==> src/rtl/uvlo_pkg.sv <==
package uvlo_pkg;
  localparam int unsigned CH_N  = 2;
  localparam int unsigned ADR_W = 8;
  localparam int unsigned DAT_W = 8;

  localparam logic [ADR_W-1:0] ADDR_CFG  = 8'h85;
  localparam logic [ADR_W-1:0] ADDR_IEN  = 8'h86;
  localparam logic [ADR_W-1:0] ADDR_STAT = 8'h8E;

  localparam int unsigned STAT_FLAG_BIT  = 0;
  localparam int unsigned STAT_STATE_BIT = 2;

  localparam logic [DAT_W-1:0] CFG_RESET = 8'h53;

  // window rule: set when both above, clear when both below, else hold
  function automatic logic uvlo_next(input logic above_a, input logic above_b,
                                     input logic cur);
    if (above_a && above_b)   return 1'b1;
    if (!above_a && !above_b) return 1'b0;
    return cur;
  endfunction

  // status byte assembly
  function automatic logic [DAT_W-1:0] stat_pack(input logic state, input logic flag);
    logic [DAT_W-1:0] v;
    v = '0;
    v[STAT_STATE_BIT] = state;
    v[STAT_FLAG_BIT]  = flag;
    return v;
  endfunction
endpackage

==> src/rtl/uvlo_sync_deb.sv <==
module uvlo_sync_deb #(
  parameter int unsigned DEB_LEN = 3
) (
  input  logic clk,
  input  logic rst_n,
  input  logic raw_i,
  output logic filt_o
);
  localparam int unsigned CNT_W = $clog2(DEB_LEN) + 1;
  localparam logic [CNT_W-1:0] CNT_LAST = CNT_W'(DEB_LEN - 1);

  logic s1_q, s2_q, filt_q;
  logic [CNT_W-1:0] cnt_q;
  logic mismatch;

  assign mismatch = (s2_q != filt_q);

  always_ff @(posedge clk or negedge rst_n) begin
    if (!rst_n) begin
      s1_q <= 1'b0;
      s2_q <= 1'b0;
    end else begin
      s1_q <= raw_i;
      s2_q <= s1_q;
    end
  end

  always_ff @(posedge clk or negedge rst_n) begin
    if (!rst_n) begin
      filt_q <= 1'b0;
      cnt_q  <= '0;
    end else if (mismatch) begin
      if (cnt_q == CNT_LAST) begin
        filt_q <= s2_q;
        cnt_q  <= '0;
      end else begin
        cnt_q <= cnt_q + 1'b1;
      end
    end else begin
      cnt_q <= '0;
    end
  end

  assign filt_o = filt_q;
endmodule

==> src/rtl/uvlo_state.sv <==
module uvlo_state
  import uvlo_pkg::*;
(
  input  logic            clk,
  input  logic            rst_n,
  input  logic [CH_N-1:0] above_i,
  output logic            state_o,
  output logic            fall_o,
  output logic            shut_o
);
  logic state_q, state_d, shut_q;

  assign state_d = uvlo_next(above_i[0], above_i[1], state_q);
  assign fall_o  = state_q && !state_d;

  always_ff @(posedge clk or negedge rst_n) begin
    if (!rst_n) begin
      state_q <= 1'b0;
      shut_q  <= 1'b0;
    end else begin
      state_q <= state_d;
      shut_q  <= fall_o;
    end
  end

  assign state_o = state_q;
  assign shut_o  = shut_q;
endmodule

==> src/rtl/uvlo_regs.sv <==
module uvlo_regs
  import uvlo_pkg::*;
#(
  parameter int unsigned THR_W = 4
) (
  input  logic             clk,
  input  logic             rst_n,
  input  logic             wr_i,
  input  logic [ADR_W-1:0] addr_i,
  input  logic [DAT_W-1:0] wdata_i,
  output logic [DAT_W-1:0] rdata_o,
  input  logic             state_i,
  input  logic             fall_i,
  output logic [THR_W-1:0] thr_a_o,
  output logic [THR_W-1:0] thr_b_o,
  output logic             flag_o,
  output logic             ien_o,
  output logic             irq_n_o
);
  logic [DAT_W-1:0] cfg_q;
  logic flag_q, ien_q;
  logic wr_cfg, wr_ien, wr_stat;
  logic unused_wbits;

  assign wr_cfg  = wr_i && (addr_i == ADDR_CFG);
  assign wr_ien  = wr_i && (addr_i == ADDR_IEN);
  assign wr_stat = wr_i && (addr_i == ADDR_STAT);
  assign unused_wbits = ^wdata_i[DAT_W-1:1];

  always_ff @(posedge clk or negedge rst_n) begin
    if (!rst_n) cfg_q <= CFG_RESET;
    else if (wr_cfg) cfg_q <= wdata_i;
  end

  always_ff @(posedge clk or negedge rst_n) begin
    if (!rst_n) ien_q <= 1'b0;
    else if (wr_ien) ien_q <= wdata_i[0];
  end

  // set has priority over a clear in the same cycle
  always_ff @(posedge clk or negedge rst_n) begin
    if (!rst_n) flag_q <= 1'b0;
    else if (fall_i) flag_q <= 1'b1;
    else if (wr_stat && wdata_i[STAT_FLAG_BIT]) flag_q <= 1'b0;
  end

  always_comb begin
    unique case (addr_i)
      ADDR_CFG:  rdata_o = cfg_q;
      ADDR_IEN:  rdata_o = {{(DAT_W-1){1'b0}}, ien_q};
      ADDR_STAT: rdata_o = stat_pack(state_i, flag_q);
      default:   rdata_o = '0;
    endcase
  end

  assign thr_a_o = cfg_q[THR_W-1:0];
  assign thr_b_o = cfg_q[2*THR_W-1:THR_W];
  assign flag_o  = flag_q;
  assign ien_o   = ien_q;
  assign irq_n_o = !(flag_q && ien_q);
endmodule

==> src/rtl/uvlo_ctrl.sv <==
module uvlo_ctrl
  import uvlo_pkg::*;
#(
  parameter int unsigned DEB_LEN = 3,
  parameter int unsigned THR_W   = 4
) (
  input  logic             clk,
  input  logic             rst_n,
  input  logic             cmp_a_i,
  input  logic             cmp_b_i,
  input  logic             reg_wr_i,
  input  logic [ADR_W-1:0] reg_addr_i,
  input  logic [DAT_W-1:0] reg_wdata_i,
  output logic [DAT_W-1:0] reg_rdata_o,
  output logic [THR_W-1:0] thr_a_o,
  output logic [THR_W-1:0] thr_b_o,
  output logic             permit_o,
  output logic             shutdown_req_o,
  output logic             irq_n_o
);
  logic [CH_N-1:0] raw;
  logic [CH_N-1:0] filt;
  logic state, fall, flag, ien;

  assign raw = {cmp_b_i, cmp_a_i};

  for (genvar g = 0; g < CH_N; g++) begin : g_ch
    uvlo_sync_deb #(.DEB_LEN(DEB_LEN)) u_deb (
      .clk(clk), .rst_n(rst_n), .raw_i(raw[g]), .filt_o(filt[g])
    );
  end

  uvlo_state u_state (
    .clk(clk), .rst_n(rst_n), .above_i(filt),
    .state_o(state), .fall_o(fall), .shut_o(shutdown_req_o)
  );

  uvlo_regs #(.THR_W(THR_W)) u_regs (
    .clk(clk), .rst_n(rst_n), .wr_i(reg_wr_i), .addr_i(reg_addr_i),
    .wdata_i(reg_wdata_i), .rdata_o(reg_rdata_o), .state_i(state),
    .fall_i(fall), .thr_a_o(thr_a_o), .thr_b_o(thr_b_o),
    .flag_o(flag), .ien_o(ien), .irq_n_o(irq_n_o)
  );

  assign permit_o = state;
endmodule

==> config.mk <==
export PLATFORM = sky130hd
export DESIGN_NAME = uvlo_ctrl
export DESIGN_NICKNAME = d
export VERILOG_FILES = /design/src/rtl/uvlo_pkg.sv /design/src/rtl/uvlo_sync_deb.sv /design/src/rtl/uvlo_state.sv /design/src/rtl/uvlo_regs.sv /design/src/rtl/uvlo_ctrl.sv
export SDC_FILE = /design/constraint.sdc
export NUM_CORES = 1
export LEC_CHECK = 0
export BUFFER_PORTS_ARGS = -buffer_cell sky130_fd_sc_hd__buf_2
export CORE_MARGIN = 2
export CORE_UTILIZATION = 51
export CTS_CLUSTER_DIAMETER = 100
export DETAILED_ROUTE_END_ITERATION = 8
export PLACE_DENSITY = 0.83
export SYNTH_ARGS = -nofsm -noshare
export SYNTH_HDL_FRONTEND = slang
export SYNTH_SLANG_ARGS = --single-unit
export TNS_END_PERCENT = 30
==> constraint.sdc <==
create_clock -name clk -period 2.7 [get_ports clk]
set_clock_uncertainty 0.2 [all_clocks]
set_input_delay 0.135 -clock clk [delete_from_list [all_inputs] [get_ports clk]]
set_output_delay 0.135 -clock clk [all_outputs]
set_load 0.05 [all_outputs]
; ---- After elaboration in Yosys (flattened, before gate mapping)
; Index checks and enable logic that the tools add are counted.
[word_totals]
word_cells = 51
out_inout_bits = 19
inputBits = 21
ff_bits = 24
[op_classes]
addsub = 2
muxes = 14
reduce_logical = 15
eq_ne = 7
[ops]
columns = operator, n
row1 = "8-bit equality test, second input constant", 3
row2 = 8-bit one-hot mux with 3 select lines, 1
row3 = 3-bit two-way mux, 4
row4 = 1-bit two-way mux, 9
row5 = 1-bit logical AND, 8
row6 = "3-bit by 1-bit adder with 3-bit output, second input constant", 2
row7 = "3-bit by 2-bit equality test with 1-bit output, second input constant", 2
row8 = 1-bit logical NOT, 4
row9 = 2-bit AND reduction, 2
row10 = 1-bit != test, 2
row11 = 2-bit nonzero test, 1

; ---- Depth between registers and ports, before layout
; Gate-level depths: netlist of the first run.
[logic_depth]
ltp_word = 9
ltp_mapped = 3

; ---- Cells and area by module
; From an unflattened synthesis of the first run, not the netlist that was laid out.
[hier_totals]
cells_unflattened = 84
hier_area_um2 = 1108.6
[modules_own_cells]
columns = module, cells_per_inst, area_per_inst_um2, instances
row1 = uvlo_regs, 46, 561.8, 1
row2 = uvlo_sync_deb, 17, 239.0, 2
row3 = uvlo_state, 4, 68.8, 1

; ---- Worst setup path after synthesis of the first run
; Ideal clock, no wire load.
[synth_timing]
path_type = input -> output
startpoint = input reg_addr_i[3]
endpoint = output reg_rdata_o[0]
arrival_time_ps = 1241
path_buffers = 0
stages = 3
path_slack_ps = 1124
cell_sequence = nor4b_4 -> and2_2 -> a221o_1
[synth_via]
elab_chain_cells = 2
elab_cells_between_ends = 4
[synth_lines]
columns = element, line_no
row1 = "start, declared", uvlo_ctrl.sv:12  ; input logic [ADR_W-1:0] reg_addr_i,
row2 = 8-bit equality test, uvlo_regs.sv:48  ; unique case (addr_i)
row3 = 8-bit one-hot mux with 3 select lines (*), uvlo_regs.sv:48
row4 = "end, declared", uvlo_ctrl.sv:14  ; output logic [DAT_W-1:0] reg_rdata_o,
; Mark *: on every way between the ends. The rest lies on a longest branch, timed or not.

; ---- Worst setup path after layout of the first run
[layout_timing]
startpoint = input reg_addr_i[2]
endpoint = output reg_rdata_o[2]
; Same word-level chain as after synthesis.

==> flow_summary.ini, run 1 <==
[power_and_ir_drop]
p_total_mw = 0.956
clkPwrFrac_pct = 17.4
p_int_mw = 0.624
p_per_area_nw_per_um2 = 650
seqPwrFrac_pct = 52.7
sw_frac_of_total_pct = 34.7
p_switching_mw = 0.332
leakage_nw = 0.735
p_comb_share_pct = 29.9
ir_worst_vdd_mv = 0.533

[routing]
firstDrtPassIters = 4
drtIter0Drc = 6
final_antenna_net_count = 0
vias = 844
wl_per_cell_um = 13.6
vias_per_cell = 5.12
drt_wl_total_mm = 2.24
drc = 0

[hold_path]
hold_path_class = in -> reg
hold_start = reg_addr_i[7]

[sta]
rsz0062_at_grt = no
max_freq_ghz = 0.447
hold_violations = 0
setup_tns_ns = 0
setup_viol = 0
period_share_pct = 82.8
slew_viol_final = 0
worst_pin_slew_ns = 0.557
maxSlewHeadroom_pct = 62.7
finalCriticalPeriod_ns = 2.24

[clocking]
ctsResizeCount = 0
clock_latency_ns = 0.32
clk_pin_slew_ns = 0.13
cts_made_buffers = 3
cts_root_buf = clkbuf_4
cts_buffer_depth = 2
cts_tree = done
cts.sinks = 24
h-tree-depth = 1

[synth]
yosysTopAreaCell = dfrtp_1
synthFlopType = dfrtp_1
async_flop_share_pct = 100
synth_cell_types = 24
synth_top_cell_area_share_pct = 46.9
ys_warn_count = 0
syn_area_um2 = 1070
synth_edf_count = 0
syn_inst = 80
synth_area_leaders = dfrtp_1, mux2_2, dfstp_2, and3_2, nand2_1
ys_ff_latch = 24
ys_seq_area_share_pct = 56.8
syn_area_per_cell_um2 = 13.3
synth.net_count = 101

[final_layout]
diodes = 0
synthToLayoutAreaGrowth_pct = 38.0
final_cells = 165
fin_util_pct = 75.0
final_cell_mix = buf_2, dfrtp_1, dlygate4sd3_1, mux2_2
drive_gt1_share_pct = 51.4
nNetsFinal = 160
final_common_cell = buf_2

[floorplanning]
core_um2 = 1960
die_w_um = 49.7
boundaryPins = 40
die-area_um2 = 2470
die_y_um = 49.7
core.rowCount = 16
initial_core_util_pct = 54.3

[place]
portBuffers = 39
dp_hpwl_mm = 1.52
gp_congestion = 0.712
dp.cells = 146

[setup_path]
startpoint = reg_addr_i[2]
startpoint_type = input port
reg2reg_from = u_regs.ien_o
critPathMaxFanout = 10
required_ns = 2.37
cp_data_arrival_time_ns = 1.90
end_kind = output pin
path_class = in -> out

[outcome]
outcome = complete, no violations

[grt]
antenna_found_initial = 0
grt_pass1_wl_mm = 3.71
grt_start_max_net_pins = 25
grt_util_all_layers_pct = 20.8
grt_pass1_vias = 808
grt_overflow = 0

[job]
drv_cap = 0
==> sequential cells by signal, summed over array words and instances, names as in the netlist <==
signal / flops
u_regs.ien_o: 1
g_ch.u_deb.cnt_q: 6
u_state.state_o: 1
u_state.shut_o: 1
g_ch.u_deb.s1_q: 2
u_regs.flag_o: 1
g_ch.u_deb.filt_o: 2
u_regs.cfg_q: 8
g_ch.u_deb.s2_q: 2
==> per-stage QoR <==
step	area, um2	hold slack, ns	setup WS, ns
global route	1470	0.0256	0.363
detailed placement	1290	-0.0619	0.893
floorplan	1070	-0.361	1.12
CTS	1470	0.00918	0.463
finish	1470	0.00469	0.464
global placement	1290	-0.0725	0.940
==> worst max-delay path, stage by stage <==
cell and delay [ns]:
dlygate4sd3_1 0.52, buf_2 0.11, nor4b_4 0.47, and2_2 0.27
a22o_1 0.14, buf_2 0.26
==> Yosys cell counts, types with 2 or more instances <==
| cell type | number |
|---|---|
| mux2_2 | 13 |
| nor2b_1 | 4 |
| dfrtp_1 | 20 |
| nor3_1 | 3 |
| xnor2_1 | 2 |
| and3_2 | 7 |
| dfstp_2 | 4 |
| nand2_1 | 7 |
| nor2_1 | 4 |
| xor2_1 | 2 |
==> cell families after synthesis <==
| group | count (synthesis) | share of synthesized area, % |
|---|---|---|
| AND/OR/NAND/NOR | 35 | 22.7 |
| XOR/XNOR | 4 | 3.29 |
| flip-flops | 24 | 56.8 |
| adder cells (fa/ha/maj) | 1 | 0.939 |
| AO/OA/AOI/OAI | 3 | 2.58 |
| multiplexers | 13 | 13.7 |
==> layout make-up <==
type                       instances  area (um2)
timing repair buffer              54         345
fill                             145         490
multi-input combinational         56         460
clock buffer                       4        26.3
sequential                        24         606
tap                               27        33.8
==> layer usage <==
metal  part of all wire (%)  track usage (%)
met5                      0                0
met4                    2.5             11.1
met3                    4.5             3.94
met2                     52             33.6
met1                     41             26.6
==> power by group through the flow <==
stage / combinational (mW) / clock [mW] / sequential, mW
after floorplan: 0.138 / 0 / 0.562
final: 0.286 / 0.166 / 0.504
after global routing: 0.317 / 0.181 / 0.516
after CTS: 0.289 / 0.167 / 0.504
after global placement: 0.262 / 0 / 0.502
after detailed placement: 0.271 / 0 / 0.512
==> path summary, 6_finish.rpt <==
check                                endpoint  slack (ns)  cells past startpoint
setup reg to reg                 u_regs.ien_o        1.17                      2
hold / removal                  u_regs.flag_o       0.005                      4
hold reg to reg            g_ch[0].u_deb.s2_q        0.16                      0
min in group asynchronous       u_regs.flag_o        0.10                      2
setup / recovery               reg_rdata_o[2]        0.46                      6
max in group asynchronous     u_regs.cfg_q[1]        1.84                      2
==> what timing repair did <==
item | 4_1_cts | 5_1_grt
hold buffers | 15 | 0
setup buffers | 0 | 0
hold endpoints to repair | 36 | 0
Power figures use the tool's default switching activity.
==> run 2, diff against run 1 <==
--- a/config.mk
+++ b/config.mk
@@ -7,10 +7,10 @@
 export LEC_CHECK = 0
 export BUFFER_PORTS_ARGS = -buffer_cell sky130_fd_sc_hd__buf_2
 export CORE_MARGIN = 2
-export CORE_UTILIZATION = 51
+export CORE_UTILIZATION = 43
 export CTS_CLUSTER_DIAMETER = 100
 export DETAILED_ROUTE_END_ITERATION = 8
-export PLACE_DENSITY = 0.83
+export PLACE_DENSITY = 0.75
 export SYNTH_ARGS = -nofsm -noshare
 export SYNTH_HDL_FRONTEND = slang
 export SYNTH_SLANG_ARGS = --single-unit
==> constraint.sdc (replaced) <==
create_clock -name clk -period 2.05 [get_ports clk]
set_clock_uncertainty 0.2 [all_clocks]
set_input_delay 0.1025 -clock clk [delete_from_list [all_inputs] [get_ports clk]]
set_output_delay 0.1025 -clock clk [all_outputs]
set_load 0.05 [all_outputs]
==> run 2 against run 1 <==
- worst setup slack lost 0.43 ns
- cell count increased by 2.4%
- first-iteration DRC count shrank 33%
- utilization shrank 13 points
- die area increased by 17%
- via count is 1.3% lower
- wire length decreased by 3.1%
- register-to-register slack got worse by 0.63 ns
- combinational power is 34% higher
- clock power is 42% higher
==> flow_summary.ini, run 2 (synthesized netlist as in run 1, its figures left out) <==
[final_layout]
synthToLayoutAreaGrowth_pct = 41.2
finalInstanceArea_um2 = 1510
final_cells = 169
final_common_cell = buf_2
reg_top3 = u_regs.cfg_q: 8 flops, g_ch.u_deb.cnt_q: 6 flops
diodes = 0
drive_gt1_share_pct = 52.5
final_cell_mix = buf_2, dfrtp_1, dlygate4sd3_1, mux2_2
largest_register_ffs = 8
fillers = 200
regMostFlops = u_regs.cfg_q
nNetsFinal = 161

[floorplanning]
initial_core_util_pct = 44.2
core.rowCount = 18
die-area_um2 = 2890
die_y_um = 53.8
core_um2 = 2410
die_w_um = 53.8
boundaryPins = 40

[place]
gp_congestion = 0.617
dp.cells = 149
place_area_um2 = 1300
dp_slack_ns = 0.310
dp_hpwl_mm = 1.52
portBuffers = 39

[grt]
grt_start_max_net_pins = 25
grt_overflow = 0
antenna_found_initial = 0
grt_util_all_layers_pct = 14.9
grt_pass1_wl_mm = 3.02
grt_pass1_vias = 748

[clocking]
cts.sinks = 24
post_cts_buffers = 0
clock_latency_ns = 0.30
h-tree-depth = 1
clk_pin_slew_ns = 0.12
cts_root_buf = clkbuf_4
cts_buffer_depth = 2
cts_made_buffers = 3
cts_tree = done

[sta]
whs_ns = 0.0180
setup_viol = 0
hold_violations = 0
max_freq_ghz = 0.496
worst_pin_slew_ns = 0.545
setup_tns_ns = 0
period_share_pct = 98.4
finalCriticalPeriod_ns = 2.02
worst_slack_ns = 0.0335
maxSlewHeadroom_pct = 63.5
slew_viol_final = 0

[routing]
drc = 0
vias = 833
drt_wl_total_mm = 2.17
firstDrtPassIters = 2
vias_per_cell = 4.93
drtIter0Drc = 4
final_antenna_net_count = 0
wl_per_cell_um = 12.9

[hold_path]
hold_path_class = in -> reg
hold_start = reg_addr_i[6]

[setup_path]
required_ns = 1.75
critPathMaxFanout = 2
path_class = in -> out
end_kind = output pin
reg2reg_from = u_regs.ien_o
startpoint_type = input port
cp_data_arrival_time_ns = 1.71
startpoint = reg_addr_i[5]

[power_and_ir_drop]
leakage_nw = 0.744
ir_worst_vdd_mv = 0.608
p_per_area_nw_per_um2 = 852

[outcome]
outcome = complete, no violations

[job]
drv_cap = 0
run 2: worst max-delay path: stages:
cell and delay (ns):
buf_2 0.12, dlygate4sd3_1 0.55, or2_2 0.31, nor3_2 0.25
a221o_1 0.17, clkbuf_4 0.22
run 2: final cells by class:
type	count	area (um2)	share of cell area (%)
Multi-Input combinational cell	56	465	30.9
Tap cell	30	37.5	2.49
Clock buffer	4	36.3	2.41
Sequential cell	24	606	40.2
Timing Repair Buffer	55	360	23.9
run 2: metrics by stage:
step	util, %	total power, mW
6_report	62.5	1.28
2_1_floorplan	-	0.922
4_1_cts	62.0	1.29
5_1_grt	62.5	1.35
3_5_place_dp	53.9	1.03
3_3_place_gp	53.9	1.01
run 2: timing repair:
action	in CTS	in global routing
hold buffers	16	0
resized for setup	0	3
setup endpoints to repair	0	2
endpoints found under the hold margin	36	0
run 2: path summary, 6_finish.rpt:
check                                endpoint  slack (ns)  cells after the start
hold / removal                  u_regs.flag_o        0.02                      4
min in group asynchronous  g_ch[0].u_deb.s2_q        0.09                      2
setup / recovery               reg_rdata_o[0]        0.03                      6
max in group asynchronous     u_regs.cfg_q[4]        1.21                      2
setup reg to reg                 u_regs.ien_o        0.54                      2
hold reg to reg            g_ch[1].u_deb.s2_q        0.17                      0
run 2: power breakdown:
group / total (mW) / switching (mW) / internal [mW]
sequential: 0.663 / 0.0903 / 0.573
clock: 0.236 / 0.127 / 0.108
combinational: 0.383 / 0.209 / 0.174
run 2: metal layers:
| metal | up-vias | part of all wire [%] | global-route usage [%] |
|---|---|---|---|
| li1 | 405 | - | - |
| met1 | 406 | 41 | 16.4 |
| met2 | 20 | 54 | 27.0 |
| met3 | 2 | 4.7 | 3.33 |
| met4 | 0 | 0.87 | 6.41 |
| met5 | - | 0 | 0 |
==> run 3, diff against run 2 <==
--- a/config.mk
+++ b/config.mk
@@ -5,12 +5,13 @@
 export SDC_FILE = /design/constraint.sdc
 export NUM_CORES = 1
 export LEC_CHECK = 0
+export ABC_AREA = 1
 export BUFFER_PORTS_ARGS = -buffer_cell sky130_fd_sc_hd__buf_2
 export CORE_MARGIN = 2
 export CORE_UTILIZATION = 43
 export CTS_CLUSTER_DIAMETER = 100
 export DETAILED_ROUTE_END_ITERATION = 8
-export PLACE_DENSITY = 0.75
+export PLACE_DENSITY = 0.74
 export SYNTH_ARGS = -nofsm -noshare
 export SYNTH_HDL_FRONTEND = slang
 export SYNTH_SLANG_ARGS = --single-unit
==> run 3 against run 2 <==
- combinational power shrank 5.7%
- total power grew 4.0%
- cell count grew 31%
- utilization grew 1.3 points
- first-iteration DRC count grew to 5.5 times the previous value
- via count grew 31%
- die area grew 4.5%
- clock power grew 41%
- maximum frequency grew 23%
- sequential share of layout area shrank 1.9 points
- critical path depth shrank 1
- largest cell class unchanged
==> flow_summary.ini, run 3 <==
[synth]
synthFlopType = dfrtp_1
synth_cell_types = 21
synth.net_count = 152
synth_most_common_cell = nand2_1
syn_area_per_cell_um2 = 8.53
synth_top_cell_area_share_pct = 44.8
ys_ff_latch = 24
yosysTopAreaCell = dfrtp_1
async_flop_share_pct = 100
netlist_top_cells_count = nand2_1, dfrtp_1, inv_1, nand4_1
ys_seq_area_share_pct = 54.2
synth_area_leaders = dfrtp_1, nand2_1, dfstp_2, inv_1, nand4_1
synth_edf_count = 0
syn_area_um2 = 1120
syn_inst = 131
ys_warn_count = 0

[setup_path]
path_class = in -> reg
required_ns = 2.11
critPathMaxFanout = 12
startpoint_type = input port
end_kind = register
reg2reg_depth = 3
cp_data_arrival_time_ns = 1.70

[floorplanning]
boundaryPins = 40
core.rowCount = 18
die_y_um = 55.0
die_w_um = 55.0
initial_core_util_pct = 45.1
core_um2 = 2480
die-area_um2 = 3020

[sta]
setup_tns_ns = 0
worst_slack_ns = 0.414
maxSlewHeadroom_pct = 65.2
whs_ns = 0.0135
finalCriticalPeriod_ns = 1.64
max_freq_ghz = 0.611
setup_viol = 0
hold_violations = 0
period_share_pct = 79.8
slew_viol_final = 0
worst_pin_slew_ns = 0.522
rsz0062_at_grt = no

[routing]
final_antenna_net_count = 0
drtIter0Drc = 22
vias_per_cell = 4.95
drt_wl_total_mm = 2.53
drc = 0
firstDrtPassIters = 4
vias = 1094
wl_per_cell_um = 11.5

[place]
gp_congestion = 0.777
place_area_um2 = 1330
dp_slack_ns = 0.478
portBuffers = 39
dp_hpwl_mm = 1.67

[power_and_ir_drop]
p_per_area_nw_per_um2 = 845
ir_worst_vdd_mv = 0.681
leakage_nw = 0.800

[grt]
grt_pass1_vias = 991
antenna_found_initial = 0
grt_start_max_net_pins = 25
grt_pass1_wl_mm = 4.00
grt_util_all_layers_pct = 18.9
grt_overflow = 0

[final_layout]
drive_gt1_share_pct = 27.2
regMostFlops = u_regs.cfg_q
reg_top3 = u_regs.cfg_q: 8 flops, g_ch.u_deb.cnt_q: 6 flops
synthToLayoutAreaGrowth_pct = 41.3
final_common_cell = buf_2
largest_register_ffs = 8
finalInstanceArea_um2 = 1580
nNetsFinal = 213
diodes = 0
final_cell_mix = buf_2, nand2_1, inv_1, dfrtp_1, dlygate4sd3_1

[hold_path]
worstHoldPathCells = 5
hold_path_class = in -> reg

[clocking]
post_cts_buffers = 0
cts_buffer_depth = 2
clk_pin_slew_ns = 0.13
h-tree-depth = 1
cts.sinks = 24
clock_latency_ns = 0.31
cts_tree = done
cts_made_buffers = 3
ctsResizeCount = 0
cts_root_buf = clkbuf_4

[outcome]
outcome = complete, no violations

[job]
drv_cap = 0
[run 3: logic make-up after synthesis]
group                     count (synthesis)  synth area share, %
buffers and inverters                    24                 9.18
DFF                                      24                 54.2
AOI/OAI and AO/OA                         8                 3.58
xor gates and xnor gates                  2                 1.57
and+or+nand+nor                          73                 31.5
[run 3: cell type report]
type,instances,area (um2)
flip-flops and latches,24,606
fillers,204,898
well taps,30,37.5
clock buffers,3,22.5
repair buffers,59,395
clock inverters,1,30.0
multi-input cells,83,409
inverters,21,78.8
[run 3: per-layer routing]
metal | wire length [um] | vias up | part of all wire [%] | track usage [%]
met5 | 0 | - | 0 | 0
met3 | 183 | 8 | 7.2 | 3.49
li1 | - | 534 | - | -
met4 | 72 | 0 | 2.8 | 10.6
met2 | 1270 | 50 | 50 | 36.5
met1 | 1010 | 502 | 40 | 18.7
[run 3: worst paths after layout]
kind	from	to	slack (ns)
min in group asynchronous	rst_n	u_regs.cfg_q[3]	0.08
hold reg to reg	g_ch[0].u_deb.s1_q	g_ch[0].u_deb.s2_q	0.16
hold / removal	reg_addr_i[1]	u_regs.ien_o	0.01
setup / recovery	reg_wr_i	u_regs.cfg_q[5]	0.41
setup reg to reg	g_ch[0].u_deb.cnt_q[0]	g_ch[0].u_deb.filt_o	0.94
max in group asynchronous	rst_n	u_regs.cfg_q[1]	1.19
[run 3: worst max-delay path: stages]
cell,delay [ns]
dlygate4sd3_1,0.52
buf_2,0.24
nand4_1,0.15
dlygate4sd3_1,0.61
nand2_1,0.07
[run 3: what timing repair did]
item	4_1_cts	5_1_grt
hold endpoints to repair	36	0
endpoints found under the setup margin	0	0
hold buffers	20	0
[run 3: through the flow]
| stage | utilization (%) | std cells | power (mW) |
|---|---|---|---|
| final | 63.7 | 221 | 1.33 |
| after global placement | 53.5 | 197 | 0.973 |
| after CTS | 63.7 | 221 | 1.35 |
| after global routing | 63.7 | 221 | 1.43 |
| after floorplan | - | 131 | 0.896 |
| after detailed placement | 53.5 | 197 | 0.995 |
[run 3: power by group]
group | switching [mW] | internal (mW) | total [mW]
Clock | 0.135 | 0.198 | 0.332
Combinational | 0.228 | 0.133 | 0.361
Sequential | 0.0722 | 0.568 | 0.640
